==> config.mk <==
export PLATFORM = sky130hd
export DESIGN_NAME = region_guard
export DESIGN_NICKNAME = d
export VERILOG_FILES = /design/src/rtl/rgd_pkg.sv /design/src/rtl/guard_regs.sv /design/src/rtl/guard_decide.sv /design/src/rtl/guard_capture.sv /design/src/rtl/region_guard.sv
export SDC_FILE = /design/constraint.sdc
export NUM_CORES = 1
export LEC_CHECK = 0
export BUFFER_PORTS_ARGS = -buffer_cell sky130_fd_sc_hd__buf_2
export CORE_UTILIZATION = 30
export DETAILED_ROUTE_END_ITERATION = 8
export HOLD_SLACK_MARGIN = 0.15
export PLACE_DENSITY = 0.45
export SLEW_MARGIN = 0
export SYNTH_ARGS = -nofsm -noshare
export SYNTH_HDL_FRONTEND = slang
export SYNTH_SLANG_ARGS = --single-unit
==> constraint.sdc <==
create_clock -name clk -period 6.4 [get_ports clk]
set_clock_uncertainty 0.05 [all_clocks]
set_input_delay 0.64 -clock clk [delete_from_list [all_inputs] [get_ports clk]]
set_output_delay 0.64 -clock clk [all_outputs]
set_load 0.05 [all_outputs]
==> src/rtl/rgd_pkg.sv <==
package rgd_pkg;

  typedef enum logic [1:0] {
    MODE_LEG = 2'b00,
    MODE_MID = 2'b01,
    MODE_SUP = 2'b10
  } mode_e;

  typedef enum logic [1:0] {
    VK_NONE   = 2'd0,
    VK_CFG    = 2'd1,
    VK_PROT   = 2'd2,
    VK_NEWREG = 2'd3
  } vkind_e;

  // True when addr and base agree in every bit at or above bit lg.
  function automatic logic aligned_hit(input logic [63:0] addr,
                                       input logic [63:0] base,
                                       input logic [6:0]  lg);
    logic [63:0] keep;
    if (lg >= 7'd64) keep = '0;
    else             keep = ~((64'd1 << lg) - 64'd1);
    return ((addr ^ base) & keep) == 64'd0;
  endfunction

  function automatic logic mode_code_ok(input logic [1:0] code);
    return code != 2'b11;
  endfunction

endpackage

==> src/rtl/guard_regs.sv <==
module guard_regs
  import rgd_pkg::*;
#(
  parameter int AW   = 24,
  parameter int DW   = 32,
  parameter int NCMP = 4,
  parameter int EW   = 5
) (
  input  logic               clk,
  input  logic               rst_n,
  input  logic               cfg_wr,
  input  logic [3:0]         cfg_off,
  input  logic [DW-1:0]      cfg_data,
  input  logic               elevate,
  output mode_e              mode_q,
  output logic [AW-1:0]      cmp_base [NCMP],
  output logic [EW-1:0]      cmp_exp  [NCMP],
  output logic [NCMP-1:0]    cmp_en,
  output logic               clr_irq
);

  localparam logic [3:0] OFF_MODE  = 4'd0;
  localparam logic [3:0] OFF_CLEAR = 4'd1;
  localparam int         EN_BIT    = AW + EW;

  logic unused_data_bits;
  assign unused_data_bits = ^cfg_data[DW-1:EN_BIT+1];

  logic mode_wr;
  assign mode_wr = cfg_wr && cfg_off == OFF_MODE && mode_code_ok(cfg_data[1:0]);
  assign clr_irq = cfg_wr && cfg_off == OFF_CLEAR;

  always_ff @(posedge clk) begin
    if (!rst_n)       mode_q <= MODE_SUP;
    else if (elevate) mode_q <= MODE_SUP;
    else if (mode_wr) mode_q <= mode_e'(cfg_data[1:0]);
  end

  for (genvar i = 0; i < NCMP; i++) begin : g_cmp
    logic load;
    assign load = cfg_wr && cfg_off[3] && cfg_off[2:0] == 3'(i);
    always_ff @(posedge clk) begin
      if (!rst_n) begin
        cmp_base[i] <= '0;
        cmp_exp[i]  <= '0;
        cmp_en[i]   <= 1'b0;
      end else if (load) begin
        cmp_base[i] <= cfg_data[AW-1:0];
        cmp_exp[i]  <= cfg_data[AW+EW-1:AW];
        cmp_en[i]   <= cfg_data[EN_BIT];
      end
    end
  end


  mode_legal_chk: assert property (@(posedge clk) disable iff (!rst_n)
    mode_code_ok(mode_q));


  elevate_chk: assert property (@(posedge clk) disable iff (!rst_n)
    elevate |=> mode_q == MODE_SUP);

endmodule

==> src/rtl/guard_decide.sv <==
module guard_decide
  import rgd_pkg::*;
#(
  parameter int              AW        = 24,
  parameter int              NCMP      = 4,
  parameter int              EW        = 5,
  parameter logic [AW-1:0]   CFG_BASE  = 24'hFFFF00,
  parameter logic [AW-1:0]   OLD_BASE  = 24'hDF0000,
  parameter logic [AW-1:0]   NEW_BASE  = 24'hDF1000,
  parameter logic [AW-1:0]   TRAP_BASE = 24'hDF0400,
  parameter int              BANK_LG   = 12,
  parameter int              TRAP_LG   = 8
) (
  input  logic               req_valid,
  input  logic [AW-1:0]      req_addr,
  input  logic               req_write,
  input  mode_e              mode,
  input  logic [AW-1:0]      cmp_base [NCMP],
  input  logic [EW-1:0]      cmp_exp  [NCMP],
  input  logic [NCMP-1:0]    cmp_en,
  output logic               cfg_acc,
  output logic               pass,
  output logic               viol,
  output logic               trap,
  output vkind_e             kind,
  output logic               prot_any
);

  localparam logic [6:0] CFG_LG = 7'd4;

  logic [NCMP-1:0] cmp_hit;
  logic            in_cfg, in_old, in_new, in_trap, is_sup;

  for (genvar i = 0; i < NCMP; i++) begin : g_hit
    assign cmp_hit[i] = cmp_en[i] &&
      aligned_hit(64'(req_addr), 64'(cmp_base[i]), 7'(cmp_exp[i]));
  end

  assign prot_any = |cmp_hit;
  assign in_cfg   = aligned_hit(64'(req_addr), 64'(CFG_BASE),  CFG_LG);
  assign in_old   = aligned_hit(64'(req_addr), 64'(OLD_BASE),  7'(BANK_LG));
  assign in_new   = aligned_hit(64'(req_addr), 64'(NEW_BASE),  7'(BANK_LG));
  assign in_trap  = in_old &&
                    aligned_hit(64'(req_addr), 64'(TRAP_BASE), 7'(TRAP_LG));
  assign is_sup   = mode == MODE_SUP;

  always_comb begin
    cfg_acc = 1'b0;
    pass    = 1'b0;
    viol    = 1'b0;
    trap    = 1'b0;
    kind    = VK_NONE;
    if (req_valid) begin
      if (in_cfg) begin
        if (is_sup) cfg_acc = 1'b1;
        else begin
          viol = 1'b1;
          kind = VK_CFG;
        end
      end else if (prot_any && !is_sup) begin
        viol = 1'b1;
        kind = VK_PROT;
      end else if (in_new && mode != MODE_MID && !is_sup) begin
        viol = 1'b1;
        kind = VK_NEWREG;
      end else if (in_trap && req_write && !is_sup) begin
        trap = 1'b1;
      end else begin
        pass = 1'b1;
      end
    end
  end

endmodule

==> src/rtl/guard_capture.sv <==
module guard_capture
  import rgd_pkg::*;
#(
  parameter int AW = 24
) (
  input  logic          clk,
  input  logic          rst_n,
  input  logic          viol,
  input  logic          clr_irq,
  input  logic [AW-1:0] addr,
  input  logic          write,
  input  mode_e         mode,
  input  vkind_e        kind,
  output logic          irq_q,
  output logic [AW-1:0] cap_addr,
  output logic          cap_write,
  output logic [1:0]    cap_mode,
  output logic [1:0]    cap_kind
);

  logic take;
  assign take = viol && !irq_q;

  always_ff @(posedge clk) begin
    if (!rst_n)       irq_q <= 1'b0;
    else if (clr_irq) irq_q <= 1'b0;
    else if (viol)    irq_q <= 1'b1;
  end

  always_ff @(posedge clk) begin
    if (!rst_n) begin
      cap_addr  <= '0;
      cap_write <= 1'b0;
      cap_mode  <= 2'b00;
      cap_kind  <= 2'b00;
    end else if (take) begin
      cap_addr  <= addr;
      cap_write <= write;
      cap_mode  <= mode;
      cap_kind  <= kind;
    end
  end


  irq_set_chk: assert property (@(posedge clk) disable iff (!rst_n)
    viol |=> irq_q);


  sticky_chk: assert property (@(posedge clk) disable iff (!rst_n)
    irq_q && !clr_irq |=> irq_q);


  hold_chk: assert property (@(posedge clk) disable iff (!rst_n)
    irq_q && !clr_irq |=> $stable(cap_addr) && $stable(cap_kind));

endmodule

==> src/rtl/region_guard.sv <==
module region_guard
  import rgd_pkg::*;
#(
  parameter int            AW        = 24,
  parameter int            DW        = 32,
  parameter int            NCMP      = 4,
  parameter logic [AW-1:0] CFG_BASE  = 24'hFFFF00,
  parameter logic [AW-1:0] OLD_BASE  = 24'hDF0000,
  parameter logic [AW-1:0] NEW_BASE  = 24'hDF1000,
  parameter logic [AW-1:0] TRAP_BASE = 24'hDF0400,
  parameter int            BANK_LG   = 12,
  parameter int            TRAP_LG   = 8
) (
  input  logic          clk,
  input  logic          rst_n,
  input  logic          req_valid,
  input  logic [AW-1:0] req_addr,
  input  logic          req_write,
  input  logic [DW-1:0] req_wdata,
  output logic          pass_en,
  output logic          wake,
  output logic [1:0]    cur_mode,
  output logic          irq,
  output logic [AW-1:0] viol_addr,
  output logic          viol_write,
  output logic [1:0]    viol_mode,
  output logic [1:0]    viol_kind
);

  localparam int EW = $clog2(AW + 1);

  mode_e           mode_q;
  logic [AW-1:0]   cmp_base [NCMP];
  logic [EW-1:0]   cmp_exp  [NCMP];
  logic [NCMP-1:0] cmp_en;
  logic            clr_irq, cfg_acc, viol, trap, prot_any, cfg_wr, elevate;
  vkind_e          kind;

  assign cfg_wr  = cfg_acc && req_write;
  assign elevate = viol || trap;

  guard_regs #(.AW(AW), .DW(DW), .NCMP(NCMP), .EW(EW)) u_regs (
    .clk(clk), .rst_n(rst_n), .cfg_wr(cfg_wr), .cfg_off(req_addr[3:0]),
    .cfg_data(req_wdata), .elevate(elevate), .mode_q(mode_q),
    .cmp_base(cmp_base), .cmp_exp(cmp_exp), .cmp_en(cmp_en),
    .clr_irq(clr_irq)
  );

  guard_decide #(
    .AW(AW), .NCMP(NCMP), .EW(EW), .CFG_BASE(CFG_BASE), .OLD_BASE(OLD_BASE),
    .NEW_BASE(NEW_BASE), .TRAP_BASE(TRAP_BASE), .BANK_LG(BANK_LG),
    .TRAP_LG(TRAP_LG)
  ) u_decide (
    .req_valid(req_valid), .req_addr(req_addr), .req_write(req_write),
    .mode(mode_q), .cmp_base(cmp_base), .cmp_exp(cmp_exp), .cmp_en(cmp_en),
    .cfg_acc(cfg_acc), .pass(pass_en), .viol(viol), .trap(trap),
    .kind(kind), .prot_any(prot_any)
  );

  guard_capture #(.AW(AW)) u_cap (
    .clk(clk), .rst_n(rst_n), .viol(viol), .clr_irq(clr_irq),
    .addr(req_addr), .write(req_write), .mode(mode_q), .kind(kind),
    .irq_q(irq), .cap_addr(viol_addr), .cap_write(viol_write),
    .cap_mode(viol_mode), .cap_kind(viol_kind)
  );

  assign wake     = trap;
  assign cur_mode = mode_q;


  excl_chk: assert property (@(posedge clk) disable iff (!rst_n)
    $onehot0({pass_en, wake, viol, cfg_acc}));


  idle_chk: assert property (@(posedge clk) disable iff (!rst_n)
    !req_valid |-> !pass_en && !wake && !viol);


  cfg_lock_chk: assert property (@(posedge clk) disable iff (!rst_n)
    viol && kind == VK_CFG |=> $stable(cmp_en));


  prot_block_chk: assert property (@(posedge clk) disable iff (!rst_n)
    req_valid && prot_any && mode_q != MODE_SUP |-> !pass_en);

endmodule

==> key figures <==
Drt
  – # DRC: 0
  – Vias after detailed routing: 8357
  – DRT iter0 DRCs: 731
  – Via-to-Cell Ratio: 5.25
  – Per-cell routed wire length: 20.7 µm
  – Drt pass-1 iters: 5
  – Final ANT Viol Nets: 0
  – WL final: 32900 µm

Floorplanning
  – Die width: 172 µm
  – Row cnt: 62
  – Initial Util: 30.5%
  – Core area: 0.0286 mm²
  – I/O pins: 94
  – Die Ht: 172 µm
  – Die area: 0.0298 mm²

Worst setup path
  – Flop2flop setup slack: 1.80 ns
  – Req. time, crit path: 5.71 ns
  – CP arrival: 4.63 ns
  – CP cell instances: or2_1 -> nor3_1 -> nand2_1 -> ha_1 -> nor4_1 -> a2111oi_0 -> or4_1 -> or4_4 -> o31ai_4 -> o21ai_0 -> nand4_1 -> nor2b_1 -> buf_2
  – Setup crit start: u_regs.cmp_exp[2]
  – R2R cell count: 13
  – CP max-delay cell: or4_1
  – Crit end category: output port
  – Worst path max stage delay: 0.57 ns
  – CP startpoint kind: register
  – CP max FO: 23
  – RR Endpoint: u_cap.cap_mode[1]
  – Worst r2r src: u_regs.cmp_exp[2]
  – Crit Path Class: reg -> out

Clocking
  – Worst skew pair latency: 0.43 ns
  – Post-CTS setup buffers: 0
  – H-tree levels: 4
  – Clk slew on worst S/H paths: 0.06 ns
  – CTS root buf: clkbuf_16
  – # clock sinks: 152
  – Number of buffers created by CTS: 17
  – Clk buf depth: 2
  – Hold_buf cts: 0
  – CTS tree: done
  – Post-CTS Resized: 0

Worst hold path
  – Hold_sp: u_cap.cap_kind[0]
  – Hold depth: 2
  – Hold EP: u_cap.cap_kind[0]
  – Hold Path Class: reg -> reg

Logic synthesis
  – Synth warnings: 0
  – Synth unique cells: 70
  – Post-synth top area share: 34.9%
  – Synthesized instance count: 1189
  – Mapped Avg Cell Area: 7.33 µm²
  – Most frequent cells after synthesis: 328 x nand2_1, 156 x a21oi_1, 152 x dfxtp_1, 97 x clkbuf_1, 52 x xnor2_1
  – Mapped cell area: 0.00872 mm²
  – Sequential area share after synthesis: 34.9%
  – Post-synth net total: 1253
  – Synth area leaders: dfxtp_1 35%, nand2_1 14%, a21oi_1 9.0%
  – Main synth FF type: dfxtp_1
  – Seq cells post-synth: 152
  – Async set-or-reset flop fraction in the synthesized netlist: 0%
  – Post-synth EDFFs: 0
  – Most common cell in the netlist: nand2_1
  – Synth area leader: dfxtp_1

Finish
  – Final Non-Filler Cells: 1591
  – Layout cells sized above 1: 12.2%
  – Area grow syn2layout: 13.7%
  – Fin nets: 1259
  – Antenna diodes: 0
  – Fin area: 0.00992 mm²

Flow run
  – Max_cap viols: 0

STA
  – Max-slew headroom: 26.3%
  – Worst-Margin Slew: 1.11 ns
  – Fmax: 188 MHz
  – Final worst-path cycle share: 83.1%
  – Finish-stage setup viols: 0
  – Sum Neg Setup Slack: 0 ns
  – Min Tclk post-route: 5.32 ns
  – Pins Over Slew Limit: 0
  – Unrepaired setup endpoints after global routing: false
  – Final hold violation count: 0

Placed design
  – GP Congestion: 0.872
  – HPWL after detailed placement: 21900 µm
  – Inst Count DP: 1560
  – IO Port Bufs: 91
  – Placed Instance Area: 0.00929 mm²

Global routing
  – First-pass GRT wire length: 48700 µm
  – GRT Overall Usage: 22.6%
  – Initial antenna violation count: 0
  – Vias in the first global route: 7521
  – Grt total ovfl: 0
  – Largest net degree at the start of global routing: 73

Pwr
  – PD cells: 221 mW/mm²
  – Static Leak: 3.65 nW
  – Tot Pwr: 2.20 mW
  – VDD IR-drop max: 0.147 mV

Run status
  – Outcome: complete, no violations
worst max-delay path: cells and delay by family (launching register included):
family                   cells  cell delay [ns]
flip-flops                   1             0.49
AO/OA/AOI/OAI                3             0.65
AND/OR/NAND/NOR              8             2.39
adder cells (fa/ha/maj)      1             0.47
buffers and inverters        1             0.20
through the flow:
stage	hold WS, ns	util (%)	setup WS, ns
2_1_floorplan	0.378	-	2.26
3_3_place_gp	0.388	32.5	1.60
3_5_place_dp	0.388	32.5	1.60
4_1_cts	0.397	34.6	1.12
5_1_grt	0.422	34.6	0.745
6_report	0.396	34.6	1.08
placed cells by master, fill, tap and decap left out, types with 10 or more instances in the layout:
cell type | Yosys | final
buf_4 | 0 | 11
nand2_1 | 328 | 328
dfxtp_1 | 152 | 152
nand3_1 | 22 | 22
mux2i_1 | 30 | 30
nand4_1 | 10 | 10
buf_2 | 8 | 91
inv_1 | 14 | 13
clkbuf_16 | 0 | 17
xnor2_1 | 52 | 52
or4_1 | 12 | 12
nor3_1 | 15 | 14
nor2_1 | 36 | 36
o21ai_0 | 33 | 33
xor2_1 | 48 | 48
a21oi_1 | 156 | 156
flip-flops by register name (all words and copies together), names as in the netlist:
name and cells:
u_cap.cap_addr 24, u_regs.mode_q 2, u_regs.cmp_en 4, u_regs.cmp_exp 20, u_cap.cap_mode 2, u_cap.cap_write 1
u_cap.cap_kind 2, u_cap.irq_q 1, u_regs.cmp_base 96
cell type report:
class / instances / area, µm²
fillers: 3109 / 18700
clock buffers: 25 / 515
clock inverters: 6 / 111
inverters: 14 / 53.8
repair buffers: 102 / 538
well taps: 384 / 480
multi-input cells: 908 / 5180
flip-flops and latches: 152 / 3040
per-layer routing:
layer	GRT usage, %	wire length [µm]	share of wire, %
met1	31.6	15700	48
met2	36.0	15300	47
met4	7.12	739	2.2
met5	0	0	0
met3	2.79	1220	3.7
report_power, final:
group,leakage [nW],internal [mW],total [mW],switching [mW]
combinational,2.12,0.0450,0.162,0.118
clock,0.306,0.675,1.09,0.413
sequential,1.22,0.946,0.946,0.0000000203
total,3.65,1.67,2.20,0.530
kinds of logic after synthesis:
kind of cell | synth area share [%]
AND/OR/NAND/NOR | 25.0
AO/OA/AOI/OAI | 19.6
flip-flops | 34.9
buffers and inverters | 5.93
XOR/XNOR | 10.0
multiplexers | 3.96
adder cells (fa/ha/maj) | 0.574
worst max-delay path by stage:
stage	to	slack [ns]	cells after the start
final	pass_en	1.08	13
after CTS	pass_en	1.12	13
after global routing	pass_en	0.74	12
after floorplan	pass_en	2.26	14
after detailed placement	pass_en	1.60	13
after global placement	pass_en	1.60	13
Note: power is estimated with default switching activity, not from simulation.
